===== src/rtl/entry_lock_pkg.sv =====
package entry_lock_pkg;
    typedef enum logic [1:0] {
        PH_ENTRY = 2'd0,
        PH_OPEN  = 2'd1,
        PH_ALARM = 2'd2
    } phase_e;
endpackage


===== src/rtl/lock_key_match.sv =====
module lock_key_match #(
    parameter int KEY_W    = 4,
    parameter int CODE_LEN = 5,
    parameter int CNT_W    = 3,
    parameter logic [CODE_LEN*KEY_W-1:0] ACCESS_CODE = 20'h53A17,
    parameter logic [KEY_W-1:0] OPEN_KEY = 4'hF
) (
    input  logic [KEY_W-1:0] key,
    input  logic [CNT_W-1:0] pos,
    output logic             hit_pos,
    output logic             hit_first,
    output logic             hit_open
);
    localparam int SLOTS = 1 << CNT_W;

    // symbol expected at each progress value; first symbol sits in the top nibble
    logic [KEY_W-1:0] sym [SLOTS];

    for (genvar i = 0; i < SLOTS; i++) begin : g_slot
        if (i < CODE_LEN) begin : g_used
            assign sym[i] = ACCESS_CODE[(CODE_LEN-1-i)*KEY_W +: KEY_W];
        end else begin : g_pad
            assign sym[i] = '0;
        end
    end

    assign hit_pos   = (key == sym[pos]);
    assign hit_first = (key == sym[0]);
    assign hit_open  = (key == OPEN_KEY);
endmodule


===== src/rtl/lock_seq_fsm.sv =====
module lock_seq_fsm
    import entry_lock_pkg::*;
#(
    parameter int CODE_LEN = 5,
    parameter int CNT_W    = 3
) (
    input  logic             clk,
    input  logic             rst,
    input  logic             key_stb,
    input  logic             night,
    input  logic             hit_pos,
    input  logic             hit_first,
    input  logic             hit_open,
    output logic [CNT_W-1:0] pos,
    output logic             door_open,
    output logic             alarm
);
    localparam logic [CNT_W-1:0] LAST = CNT_W'(CODE_LEN - 1);

    typedef struct packed {
        phase_e           phase;
        logic [CNT_W-1:0] prog;
    } lock_st_t;

    lock_st_t st_d, st_q;

    always_comb begin
        st_d = st_q;
        if (st_q.phase == PH_ENTRY && key_stb) begin
            if (hit_pos) begin
                if (st_q.prog == LAST) begin
                    st_d.phase = PH_OPEN;
                    st_d.prog  = '0;
                end else begin
                    st_d.prog = st_q.prog + 1'b1;
                end
            end else if (!night && hit_open) begin
                st_d.phase = PH_OPEN;
                st_d.prog  = '0;
            end else if (night) begin
                st_d.phase = PH_ALARM;
                st_d.prog  = '0;
            end else begin
                st_d.prog = hit_first ? CNT_W'(1) : '0;
            end
        end
    end

    always_ff @(posedge clk) begin
        if (rst) st_q <= '{phase: PH_ENTRY, prog: '0};
        else     st_q <= st_d;
    end

    assign pos       = st_q.prog;
    assign door_open = (st_q.phase == PH_OPEN);
    assign alarm     = (st_q.phase == PH_ALARM);

    a_r2_idle_hold: assert property (@(posedge clk) disable iff (rst)
        !key_stb |=> ($stable(pos) && $stable(door_open) && $stable(alarm)));

    a_r3_day_open_key: assert property (@(posedge clk) disable iff (rst)
        (!door_open && !alarm && key_stb && !night && hit_open && !hit_pos) |=> door_open);

    a_r4_night_wrong: assert property (@(posedge clk) disable iff (rst)
        (!door_open && !alarm && key_stb && night && !hit_pos) |=> alarm);

    a_r5_day_restart: assert property (@(posedge clk) disable iff (rst)
        (!door_open && !alarm && key_stb && !night && !hit_pos && !hit_open)
        |=> (!alarm && !door_open && pos == ($past(hit_first) ? CNT_W'(1) : CNT_W'(0))));

    a_r6_open_holds: assert property (@(posedge clk) disable iff (rst)
        door_open |=> (door_open && !alarm));

    a_r7_alarm_holds: assert property (@(posedge clk) disable iff (rst)
        alarm |=> (alarm && !door_open));

    a_r8_reset_idle: assert property (@(posedge clk)
        rst |=> (pos == '0 && !door_open && !alarm));

    a_r9_exclusive: assert property (@(posedge clk) disable iff (rst)
        !(door_open && alarm));
endmodule


===== src/rtl/entry_lock.sv =====
module entry_lock #(
    parameter int KEY_W    = 4,
    parameter int CODE_LEN = 5,
    parameter logic [CODE_LEN*KEY_W-1:0] ACCESS_CODE = 20'h53A17,
    parameter logic [KEY_W-1:0] OPEN_KEY = 4'hF
) (
    input  logic             clk,
    input  logic             timeout_rst,
    input  logic             key_stb,
    input  logic             night_mode,
    input  logic [KEY_W-1:0] key_code,
    output logic             door_open,
    output logic             alarm
);
    localparam int CNT_W = $clog2(CODE_LEN + 1);

    logic [CNT_W-1:0] pos;
    logic             hit_pos, hit_first, hit_open;

    lock_key_match #(
        .KEY_W(KEY_W), .CODE_LEN(CODE_LEN), .CNT_W(CNT_W),
        .ACCESS_CODE(ACCESS_CODE), .OPEN_KEY(OPEN_KEY)
    ) u_match (
        .key(key_code), .pos(pos),
        .hit_pos(hit_pos), .hit_first(hit_first), .hit_open(hit_open)
    );

    lock_seq_fsm #(.CODE_LEN(CODE_LEN), .CNT_W(CNT_W)) u_fsm (
        .clk(clk), .rst(timeout_rst), .key_stb(key_stb), .night(night_mode),
        .hit_pos(hit_pos), .hit_first(hit_first), .hit_open(hit_open),
        .pos(pos), .door_open(door_open), .alarm(alarm)
    );
endmodule


===== config.mk =====
export PLATFORM = sky130hd
export DESIGN_NAME = entry_lock
export DESIGN_NICKNAME = d
export VERILOG_FILES = /design/src/rtl/entry_lock_pkg.sv /design/src/rtl/lock_key_match.sv /design/src/rtl/lock_seq_fsm.sv /design/src/rtl/entry_lock.sv
export SDC_FILE = /design/constraint.sdc
export NUM_CORES = 1
export LEC_CHECK = 0
export ABC_AREA = 1
export BUFFER_PORTS_ARGS = -buffer_cell sky130_fd_sc_hd__buf_2
export CAP_MARGIN = 25
export CORE_AREA = 2 2 39 41
export CTS_CLUSTER_DIAMETER = 60
export CTS_CLUSTER_SIZE = 30
export DETAILED_ROUTE_END_ITERATION = 16
export DIE_AREA = 0 0 41 43
export GPL_ROUTABILITY_DRIVEN = 0
export PLACE_DENSITY = 0.6
export SYNTH_ARGS = -nofsm -noshare
export SYNTH_HDL_FRONTEND = slang
export SYNTH_SLANG_ARGS = --single-unit

===== constraint.sdc =====
create_clock -name clk -period 1.9 [get_ports clk]
set_input_delay 0.38 -clock clk [delete_from_list [all_inputs] [get_ports clk]]
set_output_delay 0.38 -clock clk [all_outputs]
set_load 0.02 [all_outputs]

==> summary.txt, run 1 <==
Yosys top cell area share - 0.246
Crit Path Max Fanout - 4
Largest net degree at the start of global routing - 6
Max_slew headroom - 0.849
Period utilization - 0.829
Core area - 0.00138 mm²
Clock transition at path regs - 0.04 ns
Die width - 41 µm
Routing usage on met1 - 0.142
PD cells - 667 mW/mm²
Status - complete, no violations
RSZ-0062 raised after global routing - no
Pleak - 0.266 nW
Final net count - 90
CTS tree - done
Global Route Usage Sum - 0.120
Grt met3 use - 0.0785
Reg2reg path depth - 9
Skew final - 0.00496 ns
Mapped Nets - 76
DR vias - 440
Drt drc - 0
Max-cap violation count - 0
Period minus WS final - 1.58 ns
Sequential area share after synthesis - 0.246
CP arrival - 1.73 ns
Vias in the first global route - 406
Site row count - 14
Syn. warnings - 0
Reg2Reg Setup Slack - 0.32 ns
Synth Cell Area - 407 µm²
Total Wirelength - 820 µm
Die Ht - 43 µm
Layout cell share with drive strength beyond 1 - 0.192
Final std cells w/o fill - 94
Design Power - 0.332 mW
Io pins - 10
Post-route core utilization - 0.360
Startpoint types - register
Post-synthesis cell count - 65
DRT iter0 DRCs - 15
Most common cell after layout, fill and taps aside - nand2_1
Max VDD drop - 0.391 mV
#FFs+latches synth - 5
Slowest CP cell - dfxtp_1
First-pass DRT Iterations - 4
TNS Setup - 0 ns
Global-route wire length before repair - 1460 µm
Crit Path Class - register to register
CP Data Required Time - 2.05 ns
Endpoint class of the critical path - register
Avg Cell Area, Syn - 6.26 µm²
Synthesis-to-finish area growth - 22.5%
Via density - 4.68
Cell variety after synth - 15
Initial antenna violation count - 0
Die area - 0.00176 mm²
Clk_lat worst skew - 0.24 ns
CTS sink count - 5
Buffers on Ports - 9
Slew Viols, Final - 0
Root buffer cell - clkbuf_4
Max stage delay on crit path - 0.37 ns
Slew @ Worst Pin - 0.226 ns
DR WL/cell - 8.72 µm
Hold Path Cell Cnt - 2
Most frequent cells in the layout - nand2_1 (16), inv_1 (11), buf_2 (9)
Dominant cells by area after synthesis - dfxtp_1 (25%), nand2_1 (15%), inv_1 (10%)
Final setup fails - 0
CTS Hold Bufs - 0
Hold Slack - 0.364 ns
Fin. Hold Viols - 0
Max Root-Sink Buffers - 2
Post-CTS setup buffers - 0
Starting Density - 0.294
H-Tree Depth - 1
Ant diodes - 0
Worst Hold Class - input port to register
Post-DP HPWL - 714 µm
Top Usage Layer GRT - met2
Routed Antenna Nets - 0
Fmax - 635 MHz
Cell mode on critical path - nor2_1
Resize count post-CTS - 0
CP cell instances - inv_1 > ha_1 > nand2_1 > nand3b_1 > nand2_2 > nand3_2 > nor2_1 > nor2_1 > nor3_1
Cts bufs inserted - 3
Largest area contributor in the netlist - dfxtp_1
Met2 usage - 0.188
Placed Cells incl. Taps - 90
Grt ovf - 0
[synthesized netlist by cell type]
master	instances
nand2_2	1
a21oi_1	3
inv_1	11
nand3_1	8
nand4_1	2
ha_1	3
nor2_4	1
o21ai_0	1
nand3_2	1
nor3_1	4
dfxtp_1	5
nand3b_1	1
nor2_1	6
xor2_1	2
nand2_1	16
[final cells by class]
class	count	area (µm²)
Timing Repair Buffer	9	45.0
Multi-Input combinational cell	49	265
Sequential cell	5	100
Fill cell	165	886
Inverter	11	41.3
Tap cell	16	20.0
Clock buffer	4	26.3
[power by group]
part           switching, mW  internal, mW  total, mW
Combinational         0.0579        0.0355     0.0935
Clock                 0.0415        0.0792      0.121
Sequential           0.00555         0.112      0.118
Total                  0.105         0.227      0.332
[per-layer routing]
layer  wire length (µm)  share of wire
met1                362           0.44
met3                 56          0.068
met4                  0              0
met2                401           0.49
met5                  0              0
[worst max-delay path: cells and delay by family, from the launching register on]
kind	cells	cell delay, ns
and+or+nand+nor	7	0.71
DFF	1	0.37
buffers and inverters	1	0.11
adders and majority gates	1	0.31
[cells by family after synthesis]
| kind of cell | after synthesis | synth area share |
|---|---|---|
| flops | 5 | 0.246 |
| xor+xnor | 2 | 0.0431 |
| compound gates | 4 | 0.0492 |
| buf+inv | 11 | 0.102 |
| fa+ha+maj | 3 | 0.0923 |
| simple gates | 40 | 0.468 |
[per-stage QoR]
step	worst slack (ns)	instance area, µm²
floorplan	0.515	407
global placement	0.377	472
detailed placement	0.326	472
finish	0.324	498
global route	0.155	498
CTS	0.313	498
[flip-flops by register name, indices dropped and copies added (netlist names)]
signal and cells:
u_fsm.pos 3, u_fsm.st_q 2
[path summary, 6_finish.rpt]
kind                  from            end
min reg2reg  u_fsm.st_q[3]  u_fsm.st_q[3]
min            timeout_rst  u_fsm.st_q[3]
max reg2reg   u_fsm.pos[0]   u_fsm.pos[2]
max           u_fsm.pos[0]   u_fsm.pos[2]
No activity file was read; power rests on OpenSTA's default activity.
==> run 2, diff against run 1 <==
--- a/config.mk
+++ b/config.mk
@@ -14,7 +14,7 @@
 export DETAILED_ROUTE_END_ITERATION = 16
 export DIE_AREA = 0 0 41 43
 export GPL_ROUTABILITY_DRIVEN = 0
-export PLACE_DENSITY = 0.6
+export PLACE_DENSITY = 0.61
 export SYNTH_ARGS = -nofsm -noshare
 export SYNTH_HDL_FRONTEND = slang
 export SYNTH_SLANG_ARGS = --single-unit
==> constraint.sdc (replaced) <==
create_clock -name clk -period 1.3 [get_ports clk]
set_input_delay 0.26 -clock clk [delete_from_list [all_inputs] [get_ports clk]]
set_output_delay 0.26 -clock clk [all_outputs]
set_load 0.02 [all_outputs]
==> run 2 against run 1 <==
The flow now finishes with violations (negative setup slack). Clock-buffer cell count is the same. First-iteration DRC count shrank 80%. Global-route usage grew 1.7 points. Power grew 65%. Via count grew 2.7%. Critical endpoint unchanged.
==> summary.txt, run 2 (synthesis gave the netlist of run 1 again) <==
WL met3 - 23 µm (was 56 µm)
Reg2reg path depth - 10 (was 9)
Global Route Usage Sum - 0.137 (was 0.120)
Vias in the first global route - 432 (was 406)
Switching Fraction - 0.328 (was 0.316)
Slew Viols, Final - 0 (unchanged)
RSZ-0062 raised after global routing - yes (was no)
Startpoint types - register (unchanged)
Reg2Reg Setup Slack - -0.11 ns (was 0.32 ns)
Root buffer cell - clkbuf_4 (unchanged)
Core area - 0.00138 mm² (unchanged)
R2r endpoint - u_fsm.pos[2] (unchanged)
Max VDD drop - 0.490 mV (was 0.391 mV)
DRT iter0 DRCs - 3 (was 15)
Failing checks - negative setup slack
Via density - 4.52 (was 4.68)
Max Root-Sink Buffers - 2 (unchanged)
H-Tree Depth - 1 (unchanged)
Die Ht - 43 µm (unchanged)
Hold path start - timeout_rst (unchanged)
Hold Path Sink - u_fsm.st_q[4] (was u_fsm.st_q[3])
DR vias - 452 (was 440)
Grt ovf - 0 (unchanged)
Max stage delay on crit path - 0.37 ns (about the same)
CP cell instances - inv_4 > ha_4 > nand2_2 > nand2_1 > nand2_1 > nand2_2 > nand3_4 > nor2_4 > nor2_2 > nor3_2 (was inv_1 > ha_1 > nand2_1 > nand3b_1 > nand2_2 > nand3_2 > nor2_1 > nor2_1 > nor3_1)
Max-cap violation count - 0 (unchanged)
Number of flip-flops in the largest register - 3 (unchanged)
Crit Path Max Fanout - 4 (unchanged)
Starting Density - 0.294 (unchanged)
Slew @ Worst Pin - 0.233 ns (was 0.226 ns)
Met2 routed WL - 503 µm (was 401 µm)
Fill count - 142 (was 165)
Int Power - 0.369 mW (was 0.227 mW)
Most frequent cells in the layout - nand2_1 (15), inv_1 (9), buf_2 (9) (was nand2_1 (16), inv_1 (11), buf_2 (9))
Buffers on Ports - 9 (unchanged)
First-pass DRT Iterations - 4 (unchanged)
Period minus WS final - 1.41 ns (was 1.58 ns)
R2R Path Start - u_fsm.pos[1] (was u_fsm.pos[0])
Clock transition at path regs - 0.04 ns (about the same)
Die width - 41 µm (unchanged)
Hold Path Cell Cnt - 2 (unchanged)
DR WL/cell - 9.63 µm (was 8.72 µm)
Skew final - 0.00287 ns (was 0.00496 ns)
CTS tree - done (unchanged)
Comb pwr share - 0.374 (was 0.282)
Pleak - 0.305 nW (was 0.266 nW)
Reg power frac - 0.315 (was 0.355)
Endpoint class of the critical path - register (unchanged)
Drt drc - 0 (unchanged)
PD cells - 863 mW/mm² (was 667 mW/mm²)
Synthesis-to-finish area growth - 56.3% (was 22.5%)
Worst setup margin - -0.114 ns (was 0.324 ns)
Status - finished with violations (was complete, no violations)
Final setup fails - 4 (was 0)
CTS Hold Bufs - 0 (unchanged)
Routed Antenna Nets - 0 (unchanged)
Post-CTS setup buffers - 0 (unchanged)
Clk_lat worst skew - 0.23 ns (was 0.24 ns)
Max_slew headroom - 0.843 (was 0.849)
CTS sink count - 5 (unchanged)
Io pins - 10 (unchanged)
Final instance area - 636 µm² (was 498 µm²)
Most common cell after layout, fill and taps aside - nand2_1 (unchanged)
Post-DP HPWL - 746 µm (was 714 µm)
Ant diodes - 0 (unchanged)
Initial antenna violation count - 0 (unchanged)
Fin. Hold Viols - 0 (unchanged)
Total Wirelength - 963 µm (was 820 µm)
Crit Path Class - register to register (unchanged)
Clock Power Share - 0.311 (was 0.364)
Fmax - 707 MHz (was 635 MHz)
Placed inst area - 532 µm² (was 472 µm²)
Psw - 0.180 mW (was 0.105 mW)
Cts bufs inserted - 3 (unchanged)
Site row count - 14 (unchanged)
CP arrival - 1.58 ns (was 1.73 ns)
Largest net degree at the start of global routing - 6 (unchanged)
DR top layer - met3 (unchanged)
Worst slack, placed - -0.128 ns (was 0.326 ns)
Die area - 0.00176 mm² (unchanged)
Worst Hold Class - input port to register (unchanged)
Met1 WL - 436 µm (was 362 µm)
Final net count - 96 (was 90)
Slowest CP cell - dfxtp_4 (was dfxtp_1)
Layout cell share with drive strength beyond 1 - 0.452 (was 0.192)
Global-route wire length before repair - 1590 µm (was 1460 µm)
CP Data Required Time - 1.46 ns (was 2.05 ns)
Period utilization - 1.09 (was 0.829)
[run 2: changes by cell type in the layout (fill, tap and decap cells not counted), sizes merged]
| cell | delta |
|---|---|
| buf | +6 |
[run 2: critical path, delay by kind of cell (launching register included)]
family        cells  cell delay, ns
fa+ha+maj         1            0.26
buf+inv           1            0.04
flops             1            0.37
simple gates      8            0.65
[run 2: worst max-delay path by stage]
stage,end,cells past startpoint,slack [ns],start
floorplan,u_fsm.pos[1],10,0.004,u_fsm.pos[1]
global placement,u_fsm.pos[0],11,-0.10,u_fsm.pos[1]
detailed placement,u_fsm.pos[1],10,-0.13,u_fsm.pos[1]
CTS,u_fsm.st_q[3],10,-0.08,u_fsm.pos[1]
global route,u_fsm.pos[2],10,-0.20,u_fsm.pos[1]
finish,u_fsm.pos[2],10,-0.11,u_fsm.pos[1]
[run 2: cell type report]
class	instances	area (µm²)	area share
sequential	5	105	0.165
multi-input combinational	49	350	0.551
timing repair buffer	15	90.1	0.142
inverter	11	43.8	0.0689
clock buffer	4	26.3	0.0413
tap	16	20.0	0.0315
[run 2: stage by stage]
stage / util / power (mW) / std cells / TNS (ns) / hold slack, ns
global placement: 0.384 / 0.344 / 96 / -0.339 / 0.490
finish: 0.459 / 0.549 / 100 / -0.341 / 0.277
CTS: 0.425 / 0.544 / 100 / -0.262 / 0.244
detailed placement: 0.384 / 0.346 / 96 / -0.401 / 0.495
global route: 0.459 / 0.598 / 100 / -0.755 / 0.275
floorplan: - / 0.283 / 65 / 0 / 0.329
[run 2: per-layer routing]
| metal | global-route usage | vias to the layer above |
|---|---|---|
| li1 | - | 247 |
| met1 | 0.136 | 200 |
| met5 | 0 | - |
| met2 | 0.228 | 5 |
| met3 | 0.0471 | 0 |
| met4 | 0.0800 | 0 |
[run 2: what timing repair did]
item	4_1_cts	5_1_grt
cloned	0	0
resized for setup	7	11
pin swaps	4	2
endpoints found under the setup margin	4	5
[run 2: power groups by stage]
stage / Clock (mW) / Sequential, mW / Combinational (mW)
2_1_floorplan: 0 / 0.174 / 0.109
3_3_place_gp: 0 / 0.174 / 0.171
3_5_place_dp: 0 / 0.174 / 0.172
6_report: 0.171 / 0.173 / 0.205
4_1_cts: 0.182 / 0.171 / 0.191
5_1_grt: 0.195 / 0.174 / 0.229
